<file path="src/rtl/step_mon_pkg.sv">
package step_mon_pkg;
  typedef enum logic {
    HEAD_SETTLED = 1'b0,
    HEAD_MOVING  = 1'b1
  } head_state_e;

  localparam int unsigned FLAG_STEP = 0;
  localparam int unsigned FLAG_MARK = 1;
  localparam int unsigned FLAG_SEEK = 2;
  localparam int unsigned FLAG_N    = 3;
endpackage

</file>
<file path="src/rtl/sdm_window_timer.sv">
module sdm_window_timer #(
  parameter int unsigned LIMIT = 12
) (
  input  logic clk,
  input  logic rst,
  input  logic start,
  input  logic run,
  input  logic tick,
  output logic expire
);
  localparam int unsigned CW = $clog2(LIMIT + 1);
  localparam logic [CW-1:0] LAST = CW'(LIMIT - 1);
  localparam logic [CW-1:0] FULL = CW'(LIMIT);

  logic [CW-1:0] elapsed;

  always_ff @(posedge clk) begin
    if (rst) begin
      elapsed <= '0;
    end else if (start) begin
      elapsed <= '0;
    end else if (run && tick && elapsed != FULL) begin
      elapsed <= elapsed + 1'b1;
    end
  end

  assign expire = run && tick && !start && (elapsed == LAST);

  AST_TIMER_CAP: assert property (@(posedge clk) disable iff (rst)
    elapsed <= FULL);
  AST_TIMER_NEEDS_TICK: assert property (@(posedge clk) disable iff (rst)
    !tick && !start |=> $stable(elapsed));
endmodule

</file>
<file path="src/rtl/sdm_track_counter.sv">
module sdm_track_counter #(
  parameter int unsigned TRACKS = 80
) (
  input  logic                        clk,
  input  logic                        rst,
  input  logic                        strobe,
  input  logic                        dir_up,
  output logic [$clog2(TRACKS)-1:0]   track
);
  localparam int unsigned TW = $clog2(TRACKS);
  localparam logic [TW-1:0] TOP = TW'(TRACKS - 1);

  always_ff @(posedge clk) begin
    if (rst) begin
      track <= '0;
    end else if (strobe) begin
      if (dir_up) begin
        if (track != TOP) track <= track + 1'b1;
      end else begin
        if (track != '0) track <= track - 1'b1;
      end
    end
  end

  AST_TRACK_BOUND: assert property (@(posedge clk) disable iff (rst)
    track <= TOP);
  AST_TRACK_UP: assert property (@(posedge clk) disable iff (rst)
    strobe && dir_up && track != TOP |=> track == $past(track) + 1'b1);
  AST_TRACK_QUIET: assert property (@(posedge clk) disable iff (rst)
    !strobe |=> $stable(track));
endmodule

</file>
<file path="src/rtl/sdm_step_ctrl.sv">
module sdm_step_ctrl
  import step_mon_pkg::*;
#(
  parameter int unsigned STEP_MS = 12
) (
  input  logic clk,
  input  logic rst,
  input  logic strobe,
  input  logic ready,
  input  logic tick,
  output logic moving,
  output logic miss_evt
);
  head_state_e state;

  always_ff @(posedge clk) begin
    if (rst) begin
      state <= HEAD_SETTLED;
    end else if (strobe) begin
      state <= HEAD_MOVING;
    end else if (state == HEAD_MOVING && ready) begin
      state <= HEAD_SETTLED;
    end
  end

  assign moving = (state == HEAD_MOVING);

  sdm_window_timer #(.LIMIT(STEP_MS)) step_timer_i (
    .clk    (clk),
    .rst    (rst),
    .start  (strobe),
    .run    (moving && !ready),
    .tick   (tick),
    .expire (miss_evt)
  );

  AST_STROBE_MOVES: assert property (@(posedge clk) disable iff (rst)
    strobe |=> moving);
  AST_READY_SETTLES: assert property (@(posedge clk) disable iff (rst)
    moving && ready && !strobe |=> !moving);
  AST_SETTLED_HOLDS: assert property (@(posedge clk) disable iff (rst)
    !moving && !strobe |=> !moving);
  AST_NO_MISS_SETTLED: assert property (@(posedge clk) disable iff (rst)
    !moving |-> !miss_evt);
endmodule

</file>
<file path="src/rtl/sdm_mark_watch.sv">
module sdm_mark_watch #(
  parameter int unsigned MARK_MS = 23
) (
  input  logic clk,
  input  logic rst,
  input  logic reading,
  input  logic mark,
  input  logic mark_good,
  input  logic tick,
  output logic miss_evt,
  output logic seek_evt
);
  logic reading_q;
  logic window_open;
  logic opened;
  logic restart;

  assign opened  = reading && !reading_q;
  assign restart = opened || (reading && mark && mark_good);

  always_ff @(posedge clk) begin
    if (rst) begin
      reading_q   <= 1'b0;
      window_open <= 1'b0;
    end else begin
      reading_q <= reading;
      if (!reading) begin
        window_open <= 1'b0;
      end else if (restart) begin
        window_open <= 1'b1;
      end else if (miss_evt) begin
        window_open <= 1'b0;
      end
    end
  end

  sdm_window_timer #(.LIMIT(MARK_MS)) mark_timer_i (
    .clk    (clk),
    .rst    (rst),
    .start  (restart),
    .run    (window_open && reading),
    .tick   (tick),
    .expire (miss_evt)
  );

  assign seek_evt = reading && mark && !mark_good;

  AST_NO_MISS_IDLE: assert property (@(posedge clk) disable iff (rst)
    !reading |-> !miss_evt && !seek_evt);
  AST_MARK_REOPENS: assert property (@(posedge clk) disable iff (rst)
    reading && mark && mark_good |=> !miss_evt || !reading);
endmodule

</file>
<file path="src/rtl/step_deadline_monitor.sv">
module step_deadline_monitor
  import step_mon_pkg::*;
#(
  parameter int unsigned STEP_MS = 12,
  parameter int unsigned MARK_MS = 23,
  parameter int unsigned TRACKS  = 80
) (
  input  logic                       clk,
  input  logic                       rst,
  input  logic                       tick,
  input  logic                       step_req,
  input  logic                       step_in,
  input  logic                       track_ready,
  input  logic                       read_active,
  input  logic                       mark_sent,
  input  logic                       mark_ok,
  input  logic                       clear_flags,
  output logic                       step_done,
  output logic [$clog2(TRACKS)-1:0]  track,
  output logic                       step_miss,
  output logic                       mark_miss,
  output logic                       seek_fault
);
  logic              moving;
  logic [FLAG_N-1:0] evt;
  logic [FLAG_N-1:0] flag;

  sdm_step_ctrl #(.STEP_MS(STEP_MS)) step_ctrl_i (
    .clk      (clk),
    .rst      (rst),
    .strobe   (step_req),
    .ready    (track_ready),
    .tick     (tick),
    .moving   (moving),
    .miss_evt (evt[FLAG_STEP])
  );

  sdm_track_counter #(.TRACKS(TRACKS)) track_ctr_i (
    .clk    (clk),
    .rst    (rst),
    .strobe (step_req),
    .dir_up (step_in),
    .track  (track)
  );

  sdm_mark_watch #(.MARK_MS(MARK_MS)) mark_watch_i (
    .clk       (clk),
    .rst       (rst),
    .reading   (read_active),
    .mark      (mark_sent),
    .mark_good (mark_ok),
    .tick      (tick),
    .miss_evt  (evt[FLAG_MARK]),
    .seek_evt  (evt[FLAG_SEEK])
  );

  for (genvar g = 0; g < FLAG_N; g++) begin : g_flag
    always_ff @(posedge clk) begin
      if (rst || clear_flags) begin
        flag[g] <= 1'b0;
      end else if (evt[g]) begin
        flag[g] <= 1'b1;
      end
    end

    AST_FLAG_STICKY: assert property (@(posedge clk) disable iff (rst)
      flag[g] && !clear_flags |=> flag[g]);
    AST_FLAG_CLEARED: assert property (@(posedge clk) disable iff (rst)
      clear_flags |=> !flag[g]);
  end

  assign step_done  = !moving;
  assign step_miss  = flag[FLAG_STEP];
  assign mark_miss  = flag[FLAG_MARK];
  assign seek_fault = flag[FLAG_SEEK];

  AST_MISS_NEEDS_TICK: assert property (@(posedge clk) disable iff (rst)
    !tick && !clear_flags && !step_miss |=> !step_miss);
endmodule

</file>
<file path="config.mk">
export PLATFORM = sky130hd
export DESIGN_NAME = step_deadline_monitor
export DESIGN_NICKNAME = d
export VERILOG_FILES = /design/src/rtl/step_mon_pkg.sv /design/src/rtl/sdm_window_timer.sv /design/src/rtl/sdm_track_counter.sv /design/src/rtl/sdm_step_ctrl.sv /design/src/rtl/sdm_mark_watch.sv /design/src/rtl/step_deadline_monitor.sv
export SDC_FILE = /design/constraint.sdc
export NUM_CORES = 1
export LEC_CHECK = 0
export BUFFER_PORTS_ARGS = -buffer_cell sky130_fd_sc_hd__clkbuf_2
export CAP_MARGIN = 15
export CORE_MARGIN = 2
export CORE_UTILIZATION = 30
export CTS_CLUSTER_SIZE = 16
export DETAILED_ROUTE_END_ITERATION = 6
export PLACE_DENSITY = 0.44
export SETUP_SLACK_MARGIN = 0.02
export SYNTH_ARGS = -nofsm -noshare
export SYNTH_HDL_FRONTEND = slang
export SYNTH_HIERARCHICAL = 1
export SYNTH_SLANG_ARGS = --single-unit
</file>
<file path="constraint.sdc">
create_clock -name clk -period 3.6 [get_ports clk]
set_input_delay 0.18 -clock clk [delete_from_list [all_inputs] [get_ports clk]]
set_output_delay 0.18 -clock clk [all_outputs]
set_load 0.01 [all_outputs]
</file>
After elaboration in Yosys (flattened, before gate mapping)
Index checks and enable logic that the tools add are counted.

$add $sub $neg: 4. Multipliers: 0. Divide/modulo/power cells: 0. Magnitude comparators: 0. Equal/unequal tests: 6. Shifts and indexed selects: 0. Multiplexer cells: 7. Bitwise operators: 1. Reductions and logical operators: 31.

Operator list (count): $mux W7 (3); $logic_and A1 B1 Y1 (15); $add A7 B1 Y7 const B (1); $ne A7 B7 Y1 const B (1); $reduce_bool A7 Y1 (1); $sub A7 B1 Y7 const B (1); $logic_not A1 Y1 (6); $reduce_bool A2 Y1 (3); $reduce_or A2 Y1 (3); $add A5 B1 Y5 const B (1); $eq A5 B5 Y1 const B (1); $ne A5 B5 Y1 const B (1); $add A4 B1 Y4 const B (1); $eq A4 B4 Y1 const B (1); $mux W1 (4); $ne A4 B4 Y1 const B (1); $reduce_and A3 Y1 (1); $logic_or A1 B1 Y1 (2); $ne A2 B1 Y1 const B (1); $not A1 Y1 (1).

Bits in registers: 22. Latch bits: 0. RAM bits: 0. ROM bits: 0. Bits of input ports: 10. Output and inout bits: 11. Logic and storage cells: 58. Memories kept: 0.

Logic depth before layout (Yosys ltp)
Gate-level depths: netlist (run 1).

Word-level depth: 8. Gate-level depth with buffers: 7. Gate-level depth less buffers: 7.

Cells and area by module
Netlist (run 1), hierarchy kept.

Modules (own cells, without submodules): sdm_track_counter (times used 1, cells an instance 64, area each 556.8 sq um, seq. area each 140.1 sq um); sdm_window_timer (mark_watch_i.mark_timer_i) (times used 1, cells an instance 32, area each 280.3 sq um, seq. area each 100.1 sq um); sdm_window_timer (step_ctrl_i.step_timer_i) (times used 1, cells an instance 27, area each 247.7 sq um, seq. area each 80.1 sq um); sdm_mark_watch (times used 1, cells an instance 9, area each 96.3 sq um, seq. area each 40.0 sq um); step_deadline_monitor (times used 1, cells an instance 10, area each 90.1 sq um, seq. area each 60.1 sq um); sdm_step_ctrl (times used 1, cells an instance 3, area each 43.8 sq um, seq. area each 20.0 sq um).

Least setup slack after synthesis (run 1)
Ideal clock, no wire load.

Path type: flip-flop to flip-flop. From: register track_ctr_i.track[0]. To: register track_ctr_i.track[6]. Library setup time: 0.121 ns. Arrival time: 1.747 ns. Data required time: 3.479 ns. Setup slack: 1.732 ns. Cell stages (with the launch flop): 7. Path buffers: 0. Period minus slack after synthesis: 1.868 ns. Cell sequence: dfxtp_1 -> fa_1 -> a211oi_1 -> o211ai_1 -> o41a_1 -> nand3_2 -> mux2_4.

Cells in the longest elaborated chain, start to end: 3. Elaborated cells on any way between the ends: 10. Those cells by class: add/sub: 2; eq/ne: 2; mux: 3; reduce/logical: 3.

RTL lines: start: declaration (line sdm_track_counter.sv:8) `output logic [$clog2(TRACKS)-1:0] track`; start signal: assignment (line sdm_track_counter.sv:18) `if (track != TOP) track <= track + 1'b1;`; start signal: assignment (line sdm_track_counter.sv:20) `if (track != '0) track <= track - 1'b1;`; $sub A7 B1 Y7 (tied with other cells) (line sdm_track_counter.sv:20); $mux W7 (tied with other cells) (line sdm_track_counter.sv:20); $mux W7 / $reduce_and A3 Y1 (equally long branches).

Parallel ways exist; a longest one is shown, timed or not. The select of a mux whose other input is x is not followed. A chain may end at the register's enable or synchronous reset.

Final worst setup path (run 1)
Ends and elaborated chain as after synthesis.

==> results of run 1 <==
-- report_power, final --
part	leakage [uW]	switching, uW	internal (uW)	total, uW
sequential	0.000180	31.7	266	297
combinational	0.000396	116	105	221
clock	0.0000216	77.7	74.6	152
-- worst register-to-register path: stages, from the launching register on --
cell and delay, ps:
dfxtp_1 390, fa_1 500, a211oi_1 310, o211ai_1 150, o41a_1 140, nand3_2 90
mux2_4 290
-- cell families (layout without fill, tap and decap cells) --
kind of cell,after synthesis,in the layout,share of synthesized area [%]
compound gates,37,37,20.74
xor+xnor,4,4,2.664
fa+ha+maj,10,10,10.09
buf+inv,12,32,3.995
flops,22,22,33.49
mux,5,5,4.281
simple gates,55,55,24.74
-- metal layers --
layer,vias up,routed length [um]
met4,0,21
met2,20,1418
met3,2,102
li1,578,-
met1,531,1283
met5,-,0
-- final timing paths --
path,endpoint,start,depth (start not counted)
worst min-delay path,step_miss$_SDFFE_PP0P_,clear_flags,2
worst max register to register,track_ctr_i/track[6]$_SDFFE_PP0P_,track_ctr_i/track[0]$_SDFFE_PP0P_,6
worst max-delay path,track_ctr_i/track[6]$_SDFFE_PP0P_,track_ctr_i/track[0]$_SDFFE_PP0P_,6
worst min register to register,mark_watch_i/window_open$_SDFFE_PP0P_,mark_watch_i/window_open$_SDFFE_PP0P_,2
-- cell type report --
type / instances / area (sq um)
clock buffers: 3 / 41.29
fillers: 456 / 2791
flip-flops and latches: 22 / 440.4
multi-input cells: 111 / 822.0
well taps: 52 / 65.06
repair buffers: 20 / 100.1
inverters: 9 / 33.78
-- sequential cells by signal, indices dropped and copies added, names as in the netlist --
name / count
step_ctrl_i/step_timer_i/elapsed: 4
seek_fault: 1
mark_miss: 1
mark_watch_i/window_open: 1
step_ctrl_i/moving: 1
mark_watch_i/reading_q: 1
track_ctr_i/track: 7
mark_watch_i/mark_timer_i/elapsed: 5
step_miss: 1
-- cells in the mapped netlist, types with 2 or more instances --
cell,n,area share (%)
a211oi_1,8,4.6
a21o_1,2,1.1
a21oi_1,6,2.3
a31oi_1,3,1.4
and3_1,2,0.95
dfxtp_1,22,33
ha_1,9,8.6
inv_1,9,2.6
mux2i_1,3,2.3
nand2_1,3,0.86
nand2b_1,2,0.95
nand3_1,6,2.3
nand4_1,2,0.95
nor2_1,14,4.0
nor2b_1,2,0.95
nor3_1,7,2.7
nor4_1,2,0.95
o21ai_0,6,2.3
xnor2_1,4,2.7
-- stage by stage --
| stage | setup WS [ps] | utilization (%) | cell area, sq um | cells |
|---|---|---|---|---|
| after floorplan | 1732 | - | 1315 | 145 |
| final | 1624 | 34.99 | 1503 | 217 |
| after CTS | 1624 | 34.99 | 1503 | 217 |
| after global routing | 1510 | 34.99 | 1503 | 217 |
| after global placement | 1632 | 34.03 | 1461 | 214 |
| after detailed placement | 1583 | 34.03 | 1461 | 214 |
==> impl_metrics.ini, run 1 <==
[placed_design]
place_hpwl_um = 2152
port_buffers = 20
place.gp.congestion = 0.7833

[yosys]
synthFlopType = dfxtp_1
ys_seq_elements = 22
synthArstFlopShare_pct = 0
avgSynthCellArea_sq_um = 9.069
yosysUniqueCellTypes = 52
syn_area_sq_mm = 0.001315
syn_inst = 145
seq_area_frac_synth_pct = 33.49
synth_edf_count = 0
synth_nets = 165
ys_warn_count = 6

[finish]
diodes = 0
final_common_cell = dfxtp_1
drive_gt1_share_pct = 21.82
final_cell_mix = 22 x dfxtp_1, 20 x clkbuf_2, 14 x nor2_1
final_nets = 187
synthToLayoutAreaGrowth_pct = 14.27

[sta]
finalHoldViolCount = 0
holdWs_ps = 114.9
tns_ps = 0
period_share_pct = 54.89
final-setup-viol-count = 0
skew_ps = 1.809
worst_pin_slew_ps = 427.2
rsz0062_at_grt = no
slew-limit-headroom_pct = 71.52
fmax_ghz = 0.5061
maxSlewViolCount = 0
fin_crit_ps = 1976

[floorplanning]
dieWidth_um = 70.21
die_h_um = 70.21
start_util_pct = 30.62
coreArea_sq_mm = 0.004294
num_rows = 24
ios = 21
die-area_sq_mm = 0.004929

[run]
drv_cap = 0

[global_route]
grt_pass1_wl_um = 5030
grt.overflow.total = 0
grtUsageMet3_pct = 2.020
grt_busiest_layer = met2
met2_usage_pct = 22.01
met1_usage_pct = 14.94
grt_antenna_before_repair = 0
grtUsageTotal_pct = 12.38
grt_pass1_vias = 1148
grt_max_degree = 19

[worst_setup_path]
cpPeakStageDelay_ps = 500
worstPathRequired_ps = 3750
crit_type = reg -> reg
cp-end-kind = flop
start_kind = flop
reg2reg_slack_ps = 1620
path_max_fanout = 7
path_cells = fa_1 -> a211oi_1 -> o211ai_1 -> o41a_1 -> nand3_2 -> mux2_4
cp_slowest_cell = fa_1
cp_top_family = compound AO/OA/AOI/OAI gates
arrival_ps = 2130
crit_buf_inv = 0

[detailed_routing]
dr.pass1.iters = 4
drtIter0Drc = 92
vias_per_cell = 5.212
antenna_left = 0
wirelength_um = 2826
drc = 0
post_drt_wl_per_cell_um = 13.02
route.vias.total = 1131

[pwr]
finalPower_uw = 670.4
vdd_drop_max_v = 0.0001744
power_leakage_uw = 0.0005969
powerDensity_mw_per_mm2 = 446.1

[worst_hold_path]
worstHoldPathType = in -> reg

[outcome]
outcome = finished clean

[clock_tree]
cts_setup_buffers = 0
numClockSinks = 22
cts_inserted_buffers = 3
clk_pin_slew_worst_paths_ps = 80
clock_latency_ps = 260
cts_hold_buffers = 0
cts_tree = yes
cts_resized = 0
cts_buffer_depth = 2
htree_levels = 1
cts-root-buf = clkbuf_8
(Power assumes the default switching activity.)
==> run 2, diff against run 1 <==
==> constraint.sdc (replaced) <==
create_clock -name clk -period 1.9 [get_ports clk]
set_input_delay 0.095 -clock clk [delete_from_list [all_inputs] [get_ports clk]]
set_output_delay 0.095 -clock clk [all_outputs]
set_load 0.01 [all_outputs]
==> impl_metrics.ini, run 2 (synthesis results as in run 1) <==
[sta]
maxSlewViolCount = 0
finalHoldViolCount = 0
tns_ps = 0
slew-limit-headroom_pct = 74.56
worst_pin_slew_ps = 381.5
rsz0062_at_grt = no
fmax_ghz = 0.5719
final-setup-viol-count = 0
period_share_pct = 92.03
skew_ps = 1.714
fin_crit_ps = 1749

[pwr]
p_sw_share_pct = 33.07
power.share.clock_pct = 21.6
power.switching_uw = 434.4
p_comb_share_pct = 36.6
powerDensity_mw_per_mm2 = 843.2
power_frac_seq_pct = 41.8
vdd_drop_max_v = 0.0003302
power_leakage_uw = 0.0006275
p_int_uw = 879.1

[clock_tree]
htree_levels = 1
clk_pin_slew_worst_paths_ps = 80
cts_tree = yes
cts_setup_buffers = 0
clock_latency_ps = 250
cts_inserted_buffers = 3
cts_hold_buffers = 0
numClockSinks = 22
cts_buffer_depth = 2
cts-root-buf = clkbuf_8

[placed_design]
port_buffers = 20
place.gp.congestion = 0.7192
placed_cells = 220
place_hpwl_um = 2128

[worst_hold_path]
whs_path_depth = 2
min_from = clear_flags
worstHoldPathType = in -> reg
worst_hold_path.endpoint = step_miss$_SDFFE_PP0P_

[detailed_routing]
wirelength_um = 2782
vias_per_cell = 5.094
antenna_left = 0
drc = 0
route.vias.total = 1136
drtIter0Drc = 48
dr.pass1.iters = 4
post_drt_wl_per_cell_um = 12.48

[global_route]
grtUsageTotal_pct = 11.77
grt_antenna_before_repair = 0
grt.overflow.total = 0
grt_max_degree = 19
grt_pass1_vias = 1106
grt_pass1_wl_um = 4740

[finish]
final_nets = 193
top_register = track_ctr_i/track
synthToLayoutAreaGrowth_pct = 18.46
reg_top3 = track_ctr_i/track: 7 flops, mark_watch_i/mark_timer_i/elapsed: 5 flops, step_ctrl_i/step_timer_i/elapsed: 4 flops
finalNonFillerCells = 223
final_common_cell = dfxtp_1
largest_reg_flops = 7
final_cell_mix = 22 x dfxtp_1, 20 x clkbuf_2, 14 x nor2_1
drive_gt1_share_pct = 25.73
diodes = 0

[worst_setup_path]
crit_type = reg -> reg
reg2reg_from = track_ctr_i/track[0]$_SDFFE_PP0P_
start_kind = flop
arrival_ps = 1900
worstPathRequired_ps = 2050
path_max_fanout = 2
reg2reg_to = track_ctr_i/track[6]$_SDFFE_PP0P_
reg2reg_depth = 6
cp-end-kind = flop
reg2reg_slack_ps = 150

[floorplanning]
dieWidth_um = 70.21
num_rows = 24
die-area_sq_mm = 0.004929
ios = 21
start_util_pct = 30.62
die_h_um = 70.21
coreArea_sq_mm = 0.004294

[outcome]
outcome = finished clean

[run]
drv_cap = 0
run 2: timing repair:
action / CTS / global route
endpoints found under the hold margin: 0 / 0
setup endpoints to repair: 0 / 2
gates resized for setup: 0 / 2
run 2: worst max-delay path: stages (launching register included):
cell,delay [ps]
dfxtp_1,330
fa_1,460
a211oi_2,230
o211ai_1,120
o41a_1,130
nand3_2,90
mux2_4,290
run 2: area by class of cell:
class	count	area, sq um
inverters	9	33.78
well taps	52	65.06
multi-input cells	111	832.0
flip-flops and latches	22	440.4
repair buffers	26	145.1
clock buffers	3	41.29
fillers	456	2736
run 2: layer usage:
metal / vias up / global-route usage (%) / routed length (um)
met1: 520 / 13.84 / 1330
met2: 22 / 21.27 / 1331
met5: - / 0 / 0
met4: 0 / 4.274 / 16
li1: 592 / - / -
met3: 2 / 2.020 / 103
run 2: per-stage QoR:
step / hold slack (ps) / util, % / cell area (sq um) / power (uW) / setup slack [ps]
6_report: 32.68 / 36.28 / 1558 / 1313 / 151.5
5_1_grt: 26.76 / 36.28 / 1558 / 1416 / 33.94
4_1_cts: 31.72 / 36.04 / 1548 / 1320 / 70.19
3_5_place_dp: 312.7 / 35.08 / 1506 / 1033 / 86.71
3_3_place_gp: 310.1 / 35.08 / 1506 / 1028 / 107.5
2_1_floorplan: 163.9 / - / 1315 / 880.4 / 31.80
run 2: power by group through the flow:
stage	clock [uW]	sequential, uW	combinational (uW)
final	283	549	481
after global routing	320	557	539
after CTS	296	551	473
after detailed placement	0	562	470
after global placement	0	560	468
after floorplan	0	577	303
run 2: worst max path at each step:
stage | startpoint | end | slack, ps | cells past startpoint
floorplan | track_ctr_i/track[0]$_SDFFE_PP0P_ | track_ctr_i/track[6]$_SDFFE_PP0P_ | 30 | 6
global placement | track_ctr_i/track[0]$_SDFFE_PP0P_ | track_ctr_i/track[6]$_SDFFE_PP0P_ | 110 | 6
detailed placement | track_ctr_i/track[0]$_SDFFE_PP0P_ | track_ctr_i/track[6]$_SDFFE_PP0P_ | 90 | 6
CTS | track_ctr_i/track[0]$_SDFFE_PP0P_ | track_ctr_i/track[6]$_SDFFE_PP0P_ | 70 | 6
global route | track_ctr_i/track[1]$_SDFFE_PP0P_ | track_ctr_i/track[5]$_SDFFE_PP0P_ | 30 | 7
finish | track_ctr_i/track[0]$_SDFFE_PP0P_ | track_ctr_i/track[6]$_SDFFE_PP0P_ | 150 | 6
